[config.mk]
export PLATFORM = sky130hd
export DESIGN_NAME = dmi_access_port
export DESIGN_NICKNAME = d
export VERILOG_FILES = /design/src/rtl/dmi_port_pkg.sv /design/src/rtl/dmi_port_ctrl.sv /design/src/rtl/dmi_port_dp.sv /design/src/rtl/dmi_access_port.sv
export SDC_FILE = /design/constraint.sdc
export NUM_CORES = 1
export LEC_CHECK = 0
export ABC_AREA = 1
export ABC_CLOCK_PERIOD_IN_PS = 2400
export CAP_MARGIN = 20
export CORE_ASPECT_RATIO = 0.8
export CORE_MARGIN = 5
export CORE_UTILIZATION = 30
export DETAILED_ROUTE_END_ITERATION = 16
export HOLD_SLACK_MARGIN = 0.15
export PLACE_DENSITY = 0.54
export SLEW_MARGIN = 20
export SYNTH_ARGS = -nofsm -noshare
export SYNTH_HDL_FRONTEND = slang
export SYNTH_HIERARCHICAL = 1
export SYNTH_SLANG_ARGS = --single-unit
[constraint.sdc]
create_clock -name clk -period 2.4 [get_ports clk]
set_input_delay 0.72 -clock clk [delete_from_list [all_inputs] [get_ports clk]]
set_output_delay 0.72 -clock clk [all_outputs]
set_load 0.02 [all_outputs]
[src/rtl/dmi_port_pkg.sv]
package dmi_port_pkg;
  localparam logic [1:0] OP_NOP   = 2'd0;
  localparam logic [1:0] OP_READ  = 2'd1;
  localparam logic [1:0] OP_WRITE = 2'd2;
  localparam logic [1:0] ST_OK    = 2'd0;
  localparam logic [1:0] ST_FAIL  = 2'd2;
  localparam logic [1:0] ST_BUSY  = 2'd3;
  localparam logic [1:0] SEL_CTRL = 2'd1;
  localparam logic [1:0] SEL_ACC  = 2'd2;
  localparam int CTRL_LEN = 32;
  localparam int CLR_BUSY_BIT = 16;
  localparam int HARD_RST_BIT = 17;

  typedef struct packed {
    logic capCtrl;
    logic capAcc;
    logic capBusy;
    logic capByp;
    logic shift;
    logic accept;
    logic takeResp;
    logic hardReset;
  } dpStrobes_t;
endpackage

[src/rtl/dmi_port_ctrl.sv]
module dmi_port_ctrl
  import dmi_port_pkg::*;
#(
  parameter int MIN_IDLE = 3,
  parameter int CW = 2
) (
  input  logic       clk,
  input  logic       rstN,
  input  logic [1:0] drSel,
  input  logic       captureDr,
  input  logic       shiftDr,
  input  logic       updateDr,
  input  logic       rtiTick,
  input  logic [1:0] srOp,
  input  logic       srClrBusy,
  input  logic       srHardRst,
  input  logic       dmRespValid,
  output dpStrobes_t strb,
  output logic       busyQ
);
  logic [CW-1:0] idleLeft;
  logic          pendQ;
  logic          selCtrl, selAcc, owed, updCtrl, clrBusy, isReq;

  assign selCtrl = (drSel == SEL_CTRL);
  assign selAcc  = (drSel == SEL_ACC);
  assign owed    = (idleLeft != '0) || pendQ;
  assign updCtrl = updateDr && selCtrl;
  assign clrBusy = updCtrl && (srClrBusy || srHardRst);
  assign isReq   = (srOp == OP_READ) || (srOp == OP_WRITE);

  always_comb begin
    strb           = '0;
    strb.capCtrl   = captureDr && selCtrl;
    strb.capAcc    = captureDr && selAcc;
    strb.capBusy   = captureDr && selAcc && (owed || busyQ);
    strb.capByp    = captureDr && !selCtrl && !selAcc;
    strb.shift     = shiftDr;
    strb.accept    = updateDr && selAcc && !busyQ;
    strb.takeResp  = dmRespValid && pendQ;
    strb.hardReset = updCtrl && srHardRst;
  end

  always_ff @(posedge clk or negedge rstN) begin
    if (!rstN) begin
      busyQ    <= 1'b0;
      idleLeft <= '0;
      pendQ    <= 1'b0;
    end else begin
      if (clrBusy) busyQ <= 1'b0;
      else if (strb.capBusy) busyQ <= 1'b1;

      if (strb.hardReset) idleLeft <= '0;
      else if (strb.accept) idleLeft <= CW'(MIN_IDLE);
      else if (rtiTick && idleLeft != '0) idleLeft <= idleLeft - 1'b1;

      if (strb.accept && isReq) pendQ <= 1'b1;
      else if (strb.takeResp) pendQ <= 1'b0;
    end
  end

  // sticky until explicitly cleared
  p_busy_sticky_r4: assert property (@(posedge clk) disable iff (!rstN)
    busyQ && !clrBusy |=> busyQ);
  // reload on acceptance
  p_idle_reload_r9: assert property (@(posedge clk) disable iff (!rstN)
    strb.accept && !strb.hardReset |=> idleLeft == CW'(MIN_IDLE));
  // saturates at zero
  p_idle_floor_r9: assert property (@(posedge clk) disable iff (!rstN)
    idleLeft == '0 && !strb.accept |=> idleLeft == '0);
endmodule

[src/rtl/dmi_port_dp.sv]
module dmi_port_dp
  import dmi_port_pkg::*;
#(
  parameter int ABITS = 7,
  parameter int AW = 41,
  parameter logic [3:0] VERSION = 4'd1,
  parameter logic [2:0] IDLE_HINT = 3'd3
) (
  input  logic             clk,
  input  logic             rstN,
  input  logic [1:0]       drSel,
  input  dpStrobes_t       strb,
  input  logic             busyQ,
  input  logic             tdi,
  input  logic [31:0]      dmRespData,
  input  logic             dmRespErr,
  output logic             tdo,
  output logic [1:0]       srOp,
  output logic             srClrBusy,
  output logic             srHardRst,
  output logic             dmReqValid,
  output logic             dmReqWrite,
  output logic [ABITS-1:0] dmReqAddr,
  output logic [31:0]      dmReqData
);
  logic [AW-1:0]    sr, srShifted;
  logic [ABITS-1:0] resAddr;
  logic [31:0]      resData;
  logic [1:0]       resOp;
  logic [31:0]      ctrlWord;
  logic             srIsReq;

  assign ctrlWord  = {17'd0, IDLE_HINT, (busyQ ? ST_BUSY : ST_OK),
                      6'(ABITS), VERSION};
  assign tdo       = sr[0];
  assign srOp      = sr[1:0];
  assign srClrBusy = sr[CLR_BUSY_BIT];
  assign srHardRst = sr[HARD_RST_BIT];
  assign srIsReq   = (sr[1:0] == OP_READ) || (sr[1:0] == OP_WRITE);

  always_comb begin
    srShifted = sr >> 1;
    case (drSel)
      SEL_CTRL: srShifted[CTRL_LEN-1] = tdi;
      SEL_ACC:  srShifted[AW-1] = tdi;
      default:  srShifted[0] = tdi;
    endcase
  end

  always_ff @(posedge clk or negedge rstN) begin
    if (!rstN) begin
      sr <= '0;
    end else if (strb.capCtrl) begin
      sr <= AW'(ctrlWord);
    end else if (strb.capBusy) begin
      sr <= AW'(ST_BUSY);
    end else if (strb.capAcc) begin
      sr <= {resAddr, resData, resOp};
    end else if (strb.capByp) begin
      sr <= '0;
    end else if (strb.shift) begin
      sr <= srShifted;
    end
  end

  always_ff @(posedge clk or negedge rstN) begin
    if (!rstN) begin
      resAddr <= '0;
      resData <= '0;
      resOp   <= ST_OK;
    end else if (strb.hardReset) begin
      resAddr <= '0;
      resData <= '0;
      resOp   <= ST_OK;
    end else if (strb.accept) begin
      resAddr <= sr[AW-1:34];
      resData <= sr[33:2];
      resOp   <= ST_OK;
    end else if (strb.takeResp) begin
      if (!dmReqWrite && !dmRespErr) resData <= dmRespData;
      resOp <= dmRespErr ? ST_FAIL : ST_OK;
    end
  end

  always_ff @(posedge clk or negedge rstN) begin
    if (!rstN) begin
      dmReqValid <= 1'b0;
      dmReqWrite <= 1'b0;
      dmReqAddr  <= '0;
      dmReqData  <= '0;
    end else begin
      dmReqValid <= strb.accept && srIsReq;
      if (strb.accept) begin
        dmReqWrite <= (sr[1:0] == OP_WRITE);
        dmReqAddr  <= sr[AW-1:34];
        dmReqData  <= sr[33:2];
      end
    end
  end

  // busy capture loads the busy code alone
  p_busy_word_r4: assert property (@(posedge clk) disable iff (!rstN)
    strb.capBusy |=> sr == AW'(ST_BUSY));
  // stored result untouched without an accepted access or response
  p_result_hold_r10: assert property (@(posedge clk) disable iff (!rstN)
    !strb.accept && !strb.takeResp && !strb.hardReset
      |=> $stable({resAddr, resData, resOp}));
  // request lasts one cycle
  p_req_pulse_r7: assert property (@(posedge clk) disable iff (!rstN)
    dmReqValid |=> !dmReqValid);
endmodule

[src/rtl/dmi_access_port.sv]
module dmi_access_port
  import dmi_port_pkg::*;
#(
  parameter int ABITS = 7,
  parameter int MIN_IDLE = 3,
  parameter logic [3:0] VERSION = 4'd1
) (
  input  logic             clk,
  input  logic             rstN,
  input  logic [1:0]       drSel,
  input  logic             captureDr,
  input  logic             shiftDr,
  input  logic             updateDr,
  input  logic             rtiTick,
  input  logic             tdi,
  output logic             tdo,
  output logic             dmReqValid,
  output logic             dmReqWrite,
  output logic [ABITS-1:0] dmReqAddr,
  output logic [31:0]      dmReqData,
  input  logic             dmRespValid,
  input  logic [31:0]      dmRespData,
  input  logic             dmRespErr
);
  localparam int AW = ABITS + 34;
  localparam int CW = (MIN_IDLE < 1) ? 1 : $clog2(MIN_IDLE + 1);
  localparam logic [2:0] IDLE_HINT = (MIN_IDLE > 7) ? 3'd7 : 3'(MIN_IDLE);

  dpStrobes_t strb;
  logic       busyQ, srClrBusy, srHardRst;
  logic [1:0] srOp;

  dmi_port_ctrl #(.MIN_IDLE(MIN_IDLE), .CW(CW)) uCtrl (
    .clk(clk), .rstN(rstN), .drSel(drSel), .captureDr(captureDr),
    .shiftDr(shiftDr), .updateDr(updateDr), .rtiTick(rtiTick),
    .srOp(srOp), .srClrBusy(srClrBusy), .srHardRst(srHardRst),
    .dmRespValid(dmRespValid), .strb(strb), .busyQ(busyQ)
  );

  dmi_port_dp #(.ABITS(ABITS), .AW(AW), .VERSION(VERSION),
                .IDLE_HINT(IDLE_HINT)) uDp (
    .clk(clk), .rstN(rstN), .drSel(drSel), .strb(strb), .busyQ(busyQ),
    .tdi(tdi), .dmRespData(dmRespData), .dmRespErr(dmRespErr), .tdo(tdo),
    .srOp(srOp), .srClrBusy(srClrBusy), .srHardRst(srHardRst),
    .dmReqValid(dmReqValid), .dmReqWrite(dmReqWrite),
    .dmReqAddr(dmReqAddr), .dmReqData(dmReqData)
  );
endmodule

==> results by group <==
Run status
  • Status: completed

Critical path
  • R2R Path End: uDp/sr[25]
  • WP data arrival: 1.47 ns
  • CP delay by family, top: buffers and inverters
  • Critical path startpoint: uDp/sr[0]
  • WS Path Type: reg -> out
  • Worst-path cell chain: clkdlybuf4s50_1
  • Reg2Reg Launch Point: uCtrl/idleLeft[0]
  • Crit path buffers/inverters: 1
  • Worst path depth: 1
  • Reg-to-reg setup timing slack: 0.58 ns
  • Crit end category: output pin
  • CP Launch Type: flip-flop
  • Worst setup endpoint: tdo
  • Crit Path Max Fanout: 4
  • Worst path max stage delay: 0.63 ns
  • Path depth of the worst reg2reg path: 10
  • Req. time, crit path: 1.68 ns
  • Slowest cell on crit path: clkdlybuf4s50_1

Die
  • Die width: 169 µm
  • Core area: 19900 µm²
  • Cell Rows: 46
  • Die H: 137 µm
  • Die area: 23200 µm²
  • Starting Density: 30.6%
  • Io pins: 85

CTS
  • CTS tree: done
  • H-tree levels: 4
  • Root Buffer: clkbuf_16
  • Clock sink count: 126
  • Clock tree buffer depth: 2
  • CTS Buf Count: 17
  • Resized Gates After CTS: 0
  • Total setup buffers inserted after CTS: 0
  • Hold_buf cts: 0
  • Clock Latency Late Sink: 0.41 ns
  • Clock transition at path regs: 0.06 ns

Yosys
  • Synth Area in Simple Gates: 21.4%
  • Gate Count Post-Synth: 720
  • Largest cells by area after synthesis: dfrtp_1 (52%), nand2_1 (17%), o21ai_2 (5.5%)
  • Post-synth top area cell: dfrtp_1
  • Syn nets: 767
  • Yosys warns: 6
  • Largest family of logic cells by synthesized area: simple AND/OR/NAND/NOR gates
  • Compound-Gate Fraction of Synth Area: 16.0%
  • Primary FF master, synth: dfrtp_1
  • Yosys top cell area share: 51.9%
  • FF+latch count, synth: 126
  • Post-Synth Adder-Cell Area: 0.824%
  • Mux contribution to synthesized area: 0%
  • Seq/Total Area, Yosys: 51.9%
  • Post-synth ARST share: 100%
  • XOR/XNOR Fraction of Synth Area: 0.144%
  • Synth cell types: 30
  • Post-synth EDFFs: 0
  • Synthesized area: 6070 µm²
  • Syn avg cell area: 8.43 µm²

Pwr
  • Part of the power in registers: 38.0%
  • Leakage: 0.00404 µW
  • Clock Power Share: 34.2%
  • P_sw: 2390 µW
  • Worst VDD drop: 431 µV
  • Internal power: 5510 µW
  • Switching Share: 30.3%
  • Power Dens Cells: 953 nW/µm²
  • Total power: 7900 µW
  • Comb power frac: 27.7%

Timing
  • Hold WS: 0.250 ns
  • Final Max Tran Viols: 0
  • Final min period: 2.19 ns
  • FMAX: 0.457 GHz
  • RSZ-0062 raised after global routing: false
  • Clk_skew: 0.00764 ns
  • Setup violators final: 0
  • Final hold viol count: 0
  • Final worst path period share: 91.3%
  • Max-slew headroom: 71.0%
  • Tightest Pin Transition: 0.435 ns

Detailed routing
  • DR vias/cell: 4.40
  • Met2 WL: 6820 µm
  • Total wire length: 15800 µm
  • Drt wl/cell: 14.0 µm
  • TritonRoute pass-1 iters: 6
  • Vias post-DR: 4953
  • Routed wl met3: 627 µm
  • DRT iter0 DRCs: 383
  • Wl on met1: 8100 µm
  • Final antenna-violating net count: 0
  • Drt drc: 0
  • DR top layer: met4

Flow run
  • Max-Cap Viols: 0

Placed design
  • Cell Area, Placed: 7680 µm²
  • Number of port buffers: 84
  • Routability Congestion: 0.761
  • Placed cells: 1096
  • DP HPWL: 11100 µm

GRT
  • Total track usage: 14.5%
  • Grt total ovfl: 0
  • Initial antenna violation count: 0
  • First-pass GRT wire length: 26700 µm
  • Number of global-route vias before repair: 5165
  • Largest net degree at the start of global routing: 53

Layout
  • Inserted Diodes: 0
  • Area Overhead vs Synth: 36.6%
  • Fraction of layout cells with a size suffix above 1: 17.9%
  • Commonest cells after routing, fill and taps aside: nand2_1 (276), dfrtp_1 (126), clkdlybuf4s50_1 (83)
  • Final instance area: 8290 µm²
  • Non-Filler Instances: 1126
  • Commonest non-fill, non-tap cell in the layout: nand2_1
  • Post-layout net count: 898

Min path
  • HP Class: in -> async
-- sequential cells by signal (all words and copies together) (netlist names) --
| register | cells |
|---|---|
| uCtrl/idleLeft | 2 |
| uDp/resAddr | 7 |
| uDp/resOp | 1 |
| uDp/dmReqAddr | 7 |
| uDp/resData | 32 |
| uDp/dmReqData | 32 |
| uDp/sr | 41 |
| uCtrl/busyQ | 1 |
| uDp/dmReqWrite | 1 |
| uDp/dmReqValid | 1 |
| uCtrl/pendQ | 1 |
-- cell families after synthesis --
| group | after synthesis |
|---|---|
| buffers and inverters | 116 |
| xor gates and xnor gates | 1 |
| DFF | 126 |
| AOI/OAI and AO/OA | 149 |
| adders and majority gates | 4 |
| and+or+nand+nor | 324 |
-- final cells by class --
type	instances	area (µm²)
inverter	78	293
fill	1999	11600
timing repair buffer	150	1570
clock buffer	23	478
multi-input combinational	478	2330
sequential	126	3150
tap	264	330
clock inverter	7	135
-- worst min path at each step --
stage	endpoint	from	depth (start not counted)	slack [ns]
after floorplan	uCtrl/busyQ	rstN	0	0.42
after global placement	uDp/dmReqData[25]	uDp/dmReqData[25]	2	0.45
after detailed placement	uDp/dmReqData[18]	uDp/dmReqData[18]	2	0.46
after CTS	uDp/dmReqData[14]	rstN	1	0.26
after global routing	uDp/dmReqData[14]	rstN	1	0.28
final	uDp/dmReqData[2]	rstN	1	0.25
-- through the flow --
step / util [%] / TNS [ns] / setup WS, ns
3_3_place_gp: 38.7 / -1.28 / -0.0819
5_1_grt: 41.8 / 0 / 0.156
2_1_floorplan: - / 0 / 0.498
4_1_cts: 41.8 / 0 / 0.177
3_5_place_dp: 38.7 / -3.04 / -0.0867
6_report: 41.8 / 0 / 0.209
-- metal layers --
layer | global-route usage (%) | vias up
met3 | 3.44 | 13
met1 | 20.5 | 2320
met2 | 22.1 | 83
li1 | - | 2537
met4 | 4.20 | 0
met5 | 0 | -
-- synth_stat cells, types with 4 or more instances --
master   instances
nor2_1          32
ha_1             4
o21ai_2         38
buf_6           17
nand3_1          4
dfrtp_1        126
inv_1           76
a21oi_1         51
o22ai_1         21
a21oi_2          8
buf_2           16
o21ai_0         12
nand2_1        276
o21ai_1         15
-- power groups by stage --
stage	Clock (µW)	Sequential, µW	Combinational [µW]
2_1_floorplan	0	3210	1140
3_3_place_gp	0	3030	2180
3_5_place_dp	0	3040	2210
4_1_cts	2770	3010	2230
5_1_grt	2860	3080	2450
6_report	2710	3000	2190
Power figures use the tool's default switching activity.
